===== src/rtl/rdm_pkg.sv =====
package rdm_pkg;
  localparam int CH_NUM = 2;

  typedef struct packed {
    logic mis;
    logic ovr;
  } rdm_cause_t;
endpackage


===== src/rtl/rdm_overrange.sv =====
module rdm_overrange #(
  parameter int SW = 16,
  parameter int CN = rdm_pkg::CH_NUM
) (
  input  logic [CN-1:0][SW-1:0] smp_i,
  input  logic [SW-1:0]         thr_i,
  output logic                  over_o
);
  logic [CN-1:0] hit;

  for (genvar ch = 0; ch < CN; ch++) begin : g_ch
    logic [SW-1:0] mag;
    // SW-bit unsigned magnitude; most negative code maps to 2^(SW-1)
    assign mag     = smp_i[ch][SW-1] ? (~smp_i[ch] + 1'b1) : smp_i[ch];
    assign hit[ch] = mag > thr_i;
  end

  assign over_o = |hit;
endmodule


===== src/rtl/rdm_edge.sv =====
module rdm_edge (
  input  logic clk_i,
  input  logic rst_ni,
  input  logic lvl_i,
  output logic rise_o
);
  logic lvl_q;

  always_ff @(posedge clk_i or negedge rst_ni) begin
    if (!rst_ni) lvl_q <= 1'b0;
    else         lvl_q <= lvl_i;
  end

  assign rise_o = lvl_i & ~lvl_q;

  assert_single_rise_R6: assert property (@(posedge clk_i) disable iff (!rst_ni)
    rise_o |=> !rise_o);
endmodule


===== src/rtl/rdm_minmax.sv =====
module rdm_minmax #(
  parameter int MW = 20
) (
  input  logic          clk_i,
  input  logic          rst_ni,
  input  logic          valid_i,
  input  logic          restart_i,
  input  logic [MW-1:0] mon_i,
  output logic          have_o,
  output logic [MW-1:0] min_o,
  output logic [MW-1:0] max_o
);
  logic          have_q;
  logic [MW-1:0] min_q, max_q;
  logic          load;

  assign load = restart_i | (valid_i & ~have_q);

  always_ff @(posedge clk_i or negedge rst_ni) begin
    if (!rst_ni) begin
      have_q <= 1'b0;
      min_q  <= '0;
      max_q  <= '0;
    end else if (load) begin
      have_q <= 1'b1;
      min_q  <= mon_i;
      max_q  <= mon_i;
    end else if (valid_i) begin
      if (mon_i < min_q) min_q <= mon_i;
      if (mon_i > max_q) max_q <= mon_i;
    end
  end

  assign have_o = have_q;
  assign min_o  = min_q;
  assign max_o  = max_q;

  assert_min_le_max_R4: assert property (@(posedge clk_i) disable iff (!rst_ni)
    have_q |-> (min_q <= max_q));

  assert_restart_load_R6: assert property (@(posedge clk_i) disable iff (!rst_ni)
    restart_i |=> (min_q == $past(mon_i)) && (max_q == $past(mon_i)));

  assert_min_monotone_R4: assert property (@(posedge clk_i) disable iff (!rst_ni)
    (have_q && !restart_i) |=> (min_q <= $past(min_q)) && (max_q >= $past(max_q)));

  assert_invalid_hold_R8: assert property (@(posedge clk_i) disable iff (!rst_ni)
    (!valid_i && !restart_i) |=> $stable(min_q) && $stable(max_q));
endmodule


===== src/rtl/resolver_dos_monitor.sv =====
module resolver_dos_monitor #(
  parameter int SW = 16,
  parameter int MW = 20
) (
  input  logic          clk_i,
  input  logic          rst_ni,
  input  logic          valid_i,
  input  logic          sample_i,
  input  logic [SW-1:0] sin_i,
  input  logic [SW-1:0] cos_i,
  input  logic [MW-1:0] mon_i,
  input  logic [SW-1:0] ovr_thr_i,
  input  logic [MW-1:0] mis_thr_i,
  output logic          dos_no,
  output logic [1:0]    cause_o
);
  import rdm_pkg::*;

  logic                     rise;
  logic                     over_now;
  logic                     have;
  logic [MW-1:0]            mn, mx;
  logic                     mis_now;
  logic [CH_NUM-1:0][SW-1:0] chans;
  rdm_cause_t               cause_q;

  assign chans = {cos_i, sin_i};

  rdm_edge u_edge (
    .clk_i  (clk_i),
    .rst_ni (rst_ni),
    .lvl_i  (sample_i),
    .rise_o (rise)
  );

  rdm_overrange #(.SW(SW), .CN(CH_NUM)) u_ovr (
    .smp_i  (chans),
    .thr_i  (ovr_thr_i),
    .over_o (over_now)
  );

  rdm_minmax #(.MW(MW)) u_mm (
    .clk_i     (clk_i),
    .rst_ni    (rst_ni),
    .valid_i   (valid_i),
    .restart_i (rise),
    .mon_i     (mon_i),
    .have_o    (have),
    .min_o     (mn),
    .max_o     (mx)
  );

  assign mis_now = have & ((mx - mn) > mis_thr_i);

  always_ff @(posedge clk_i or negedge rst_ni) begin
    if (!rst_ni) begin
      cause_q <= '0;
    end else begin
      if (valid_i) cause_q.ovr <= over_now;
      // clear on edge wins over a spread seen in the same cycle
      if (rise)         cause_q.mis <= 1'b0;
      else if (mis_now) cause_q.mis <= 1'b1;
    end
  end

  assign cause_o = cause_q;
  assign dos_no  = ~(cause_q.mis | cause_q.ovr);

  assert_ovr_follow_R2: assert property (@(posedge clk_i) disable iff (!rst_ni)
    (valid_i && over_now) |=> cause_o[0]);

  assert_ovr_release_R3: assert property (@(posedge clk_i) disable iff (!rst_ni)
    (valid_i && !over_now) |=> !cause_o[0]);

  assert_ovr_hold_R8: assert property (@(posedge clk_i) disable iff (!rst_ni)
    !valid_i |=> $stable(cause_o[0]));

  assert_mis_latched_R5: assert property (@(posedge clk_i) disable iff (!rst_ni)
    (cause_o[1] && !rise) |=> cause_o[1]);

  assert_mis_cleared_R5: assert property (@(posedge clk_i) disable iff (!rst_ni)
    rise |=> !cause_o[1]);

  assert_flag_polarity_R7: assert property (@(posedge clk_i) disable iff (!rst_ni)
    $rose(cause_o[1]) |-> !dos_no);
endmodule


===== config.mk =====
export PLATFORM = sky130hd
export DESIGN_NAME = resolver_dos_monitor
export DESIGN_NICKNAME = d
export VERILOG_FILES = /design/src/rtl/rdm_pkg.sv /design/src/rtl/rdm_overrange.sv /design/src/rtl/rdm_edge.sv /design/src/rtl/rdm_minmax.sv /design/src/rtl/resolver_dos_monitor.sv
export SDC_FILE = /design/constraint.sdc
export NUM_CORES = 1
export LEC_CHECK = 0
export BUFFER_PORTS_ARGS = -buffer_cell sky130_fd_sc_hd__buf_2
export CORE_MARGIN = 2
export CORE_UTILIZATION = 40
export CTS_CLUSTER_DIAMETER = 200
export CTS_CLUSTER_SIZE = 30
export DETAILED_ROUTE_END_ITERATION = 8
export PLACE_DENSITY = 0.71
export SLEW_MARGIN = 10
export SYNTH_ARGS = -nofsm -noshare
export SYNTH_HDL_FRONTEND = slang
export SYNTH_SLANG_ARGS = --single-unit
export TNS_END_PERCENT = 5

===== constraint.sdc =====
create_clock -name clk_i -period 7.85 [get_ports clk_i]
set_clock_uncertainty 0.2 [all_clocks]
set_input_delay 0.3925 -clock clk_i [delete_from_list [all_inputs] [get_ports clk_i]]
set_output_delay 0.3925 -clock clk_i [all_outputs]
set_load 0.05 [all_outputs]

# Word-level counts from Yosys, hierarchy flattened
# Cells that the tools add are included.
[totals] reg_bits=44 input_bits=92 output_inout_bits=3 wordCells=41
[classes] add_sub_neg=3 order_cmp=5 mux=10 n_bitwise=10 n_reduce_logical=7
[op_table] cell="2-to-1 mux 20 bit" n=6
[op_table] cell="> comparator 20 bit" n=2
[op_table] cell="adder 16 x 1 -> 16 bit, second input constant" n=2
[op_table] cell="> comparator 16 bit" n=2
[op_table] cell="2-to-1 mux 16 bit" n=2
[op_table] cell="inverter 16 bit" n=2
[op_table] cell="< comparator 20 bit" n=1
[op_table] cell="subtractor 20 bit" n=1
[op_table] cell="nonzero test 2 bit" n=4
[op_table] cell="AND reduction 2 bit" n=2
[op_table] cell="bitwise AND 1 bit" n=3
[op_table] cell="inverter 1 bit" n=3
[op_table] cell="2-to-1 mux 1 bit" n=2
[op_table] cell="OR 1 bit" n=2
[op_table] cell="OR reduction 2 bit" n=1

# Longest topological paths before layout
[logic_depth] word_depth=5 depth_mapped=17 mapped_depth_nobuf=17

# By module
# From an unflattened synthesis, not the netlist that was laid out.
[unflattened] cells_unflattened=654 hier_area_um2=5609.1
[by_module_without_submodules] mod="rdm_minmax" n_inst=1 cells_per_inst=255 area_each_um2=2661.3
[by_module_without_submodules] mod="resolver_dos_monitor" n_inst=1 cells_per_inst=212 area_each_um2=1570.3
[by_module_without_submodules] mod="rdm_overrange" n_inst=1 cells_per_inst=185 area_each_um2=1338.8
[by_module_without_submodules] mod="rdm_edge" n_inst=1 cells_per_inst=2 area_each_um2=38.8

# Worst setup path before layout
# Ideal clock, no wire load.
[synth_timing] path_kind="reg-to-reg" startpoint="register u_mm.max_q[0], in the netlist u_mm.max_o[0]" endpoint="register cause_q (netlist bit cause_o[1])" arrival_time_ns=3.029 required_time_ns=7.506 setup_slack_ns=4.478 stages_incl_launch_ff=18 n_path_buf=0 path_cell_list="dfrtp_1 inv_1 ha_1 inv_1 fa_1 a21o_1 a221oi_2 o21ai_1 a21oi_1 nand2_1 xor2_1 ha_1 a21o_1 a21o_1 a21oi_1 nor2_1 a2111oi_0 a211oi_1"
[synth_between] elab_chain_cells=4
[synth_lines] item="start, declared" line="rdm_minmax.sv:14" rtl="logic [MW-1:0] min_q, max_q;"
[synth_lines] item="start signal, assigned" line="rdm_minmax.sv:27" rtl="max_q <= mon_i;"
[synth_lines] item="start signal, assigned" line="rdm_minmax.sv:30" rtl="if (mon_i > max_q) max_q <= mon_i;"
[synth_lines] item="subtractor 20 bit" line="resolver_dos_monitor.sv:53" rtl="assign mis_now = have & ((mx - mn) > mis_thr_i);"
[synth_lines] item="> comparator 20 bit" line="resolver_dos_monitor.sv:53"
[synth_lines] item="bitwise AND 1 bit" line="resolver_dos_monitor.sv:53"
[synth_lines] item="nonzero test 2 bit (no line)"
[synth_lines] item="end, declared" line="resolver_dos_monitor.sv:25" rtl="rdm_cause_t cause_q;"
# No other way between the ends.
# A chain may end at the register's enable or synchronous reset.

# Worst setup path in the final report
# Same ends and word-level chain as after synthesis.

==> flow_summary.toml <==
[clock_network]
cts_tree = "yes"
ctsHoldBuffers = 0
insertion_delay_ns = 0.29
htree_levels = 2
ctsLongestPathBuffers = 2
clk_pin_slew_ns = 0.07
cts_buffers = 5
cts_resized = 0
cts_root_buffer = "clkbuf_16"
clkSinkCount = 44
post_cts_buffers = 0

[min_path]
hp-class = "primary input to flip-flop"
hp-start = "sample_i"

[critical_path]
cp-end-kind = "flip-flop"
cpLargestDelayFamily = "compound AO/OA/AOI/OAI gates"
max_stage_delay_ns = 0.40
rrSetupSlack_ns = 4.10
cp_common_cell = "a21o_1"
crit_fanout = 4
critPathLaunchType = "flip-flop"
cp_num_buf_inv = 2
critPathRequiredTime_ns = 7.80
cp-startpoint = "u_mm.max_o[0]"
crit_arrival_ns = 3.70
reg2reg_from = "u_mm.max_o[0]"
critPathKind = "flip-flop to flip-flop"
critPathSlowestCell = "fa_1"
path_cells = "inv_1, ha_1, inv_1, fa_1, a21o_1, a221oi_2, o21ai_1, a21oi_1, nand2_1, xor2_1, ha_1, a21o_1, a21o_1, a21oi_1, nor2_1, a2111oi_0, a211oi_1"

[finish]
post_route_cells_drive_above_1_share_pct = 17.6
nets = 1005
area_delta_synth_final_pct = 13.5
antenna_cells = 0
fin_area_um2 = 6670
fillers = 1453

[logic_synthesis]
ys_seq_elements = 44
ys.flop_type = "dfrtp_1"
synth_edf_count = 0
ys_seq_area_share_pct = 18.7
ys_warn_count = 0
synth_cell_types = 59
postSynthCellCount = 715
netlist_area_um2 = 5880
synth_nets = 920
syn_area_per_cell_um2 = 8.22
synthArstFlopShare_pct = 100

[power_and_ir_drop]
power_w = 0.00267
ir_drop_uv = 147
p_per_area_nw_per_um2 = 400
p_leak_nw = 3.29

[timing]
slew_viol_final = 0
hold_viol = 0
period_needed_ns = 3.75
finalSetupTns_ns = 0
worst_hold_slack_ns = 0.0345
timing.final.crit_share_pct = 47.8
tightest_slew_ns = 1.07
rsz0062_at_grt = "no"
fmax_mhz = 267
setup_viol = 0
relSlewSlack_pct = 28.7

[status]
status = "completed"

[placement]
place.port_buffers = 94
post_dp_cell_area_um2 = 6520
place.detailed.hpwl_mm = 12.3
routabilityCongestion = 0.877

[drt]
drc_errors = 0
detail_route.first_pass.iterations = 5
totalWireLength_mm = 15.7
routedWlPerCell_um = 15.9
drtIter0Drc = 341
ant_nets = 0
routed_via_density = 5.65
vias = 5567

[global_routing]
antenna_found_initial = 1
grt_max_degree = 45
grt_pass1_wl_mm = 26.5
grt_use_total_pct = 20.4
gr-total-overflow = 0
grt_pass1_vias = 5400

[die]
core_um2 = 14400
io_pins = 95
chipHeight_um = 125
die_w_um = 125
dieArea_um2 = 15700
start_util_pct = 40.7
rows = 44

[flow_run]
max-cap-violations = 0
## state kept, by name, indices dropped and copies added (netlist names)
name / flops
u_mm.have_o: 1
u_edge.lvl_q: 1
u_mm.min_o: 20
u_mm.max_o: 20
cause_o: 2
## worst paths after layout
kind                                  endpoint  cells after the start
worst max register to register      cause_o[1]                     17
max in group asynchronous       u_mm.max_o[17]                      1
worst max-delay path                cause_o[1]                     17
worst min register to register     u_mm.have_o                      1
min in group asynchronous        u_mm.min_o[7]                      1
worst min-delay path              u_edge.lvl_q                      1
## kinds of logic after synthesis
logic type               count (synthesis)  share of synthesized area [%]
buffers and inverters                  107                           7.30
XOR/XNOR                                45                           6.71
adder cells (fa/ha/maj)                113                           24.2
multiplexers                            20                           3.81
flip-flops                              44                           18.7
AO/OA/AOI/OAI                          218                           25.2
AND/OR/NAND/NOR                        168                           14.1
## cells in the mapped netlist (3+ instances only)
cell      count  area share, %
or3_1         3           0.32
a22oi_1      21            2.7
a31oi_1       3           0.32
a21oi_1      74            6.3
xnor2_1      32            4.8
o41ai_1       3           0.45
nor2_1       21            1.3
or4_1         3           0.38
buf_2         4           0.34
o211ai_1     26            3.3
a21o_1       16            2.0
nand3_1      11           0.94
dfrtp_1      44             19
nor4_1        3           0.32
clkbuf_1     14           0.89
o21ai_0      22            1.9
xor2_1       13            1.9
o31ai_1       8            1.0
ha_1        112             24
and2_1        3           0.32
a221oi_1      3           0.45
a41oi_1      20            3.0
nand4_1      17            1.8
mux2_2       18            3.4
nor3_1       11           0.94
nand2b_1     11            1.2
nand2_1      71            4.5
nor2b_1       4           0.43
inv_1        85            5.4
## stage by stage
stage / setup WS [ns] / instances / utilization, %
floorplan: 4.48 / 715 / -
global placement: 4.28 / 977 / 45.2
detailed placement: 4.13 / 977 / 45.2
CTS: 4.10 / 985 / 46.3
global route: 3.83 / 985 / 46.3
finish: 4.10 / 985 / 46.3
## routing by layer
layer  GRT usage [%]  wire length, um  up-vias
li1                -                -     2809
met1            26.4             6910     2557
met2            35.0             7350      172
met3            3.08              983       27
met4            6.27              421        2
met5               0                7        -
## cell type report
| cell class | count | area [um2] | area share, % |
|---|---|---|---|
| clock buffer | 6 | 139 | 2.08 |
| clock inverter | 2 | 10.0 | 0.150 |
| inverter | 85 | 319 | 4.78 |
| multi-input combinational | 564 | 4360 | 65.3 |
| sequential | 44 | 1100 | 16.5 |
| tap | 184 | 230 | 3.45 |
| timing repair buffer | 100 | 515 | 7.73 |
## power by group
part | total (W) | switching [W] | internal (W)
Sequential | 0.000435 | 0.0000960 | 0.000339
Clock | 0.000219 | 0.0000932 | 0.000126
Combinational | 0.00202 | 0.00113 | 0.000887
Total | 0.00267 | 0.00132 | 0.00135
## cells in the final DEF, fill, tap and decap left out, types with 13 or more instances in the layout
cell type and instances:
dfrtp_1 44, ha_1 112, buf_2 94, xor2_1 13, o211ai_1 26, o21ai_0 22
nand2_1 71, mux2_2 18, nor2_1 21, a21oi_1 73, a41oi_1 20, inv_1 85
xnor2_1 32, a21o_1 16, a22oi_1 21, nand4_1 17
Power figures use the tool's default switching activity.
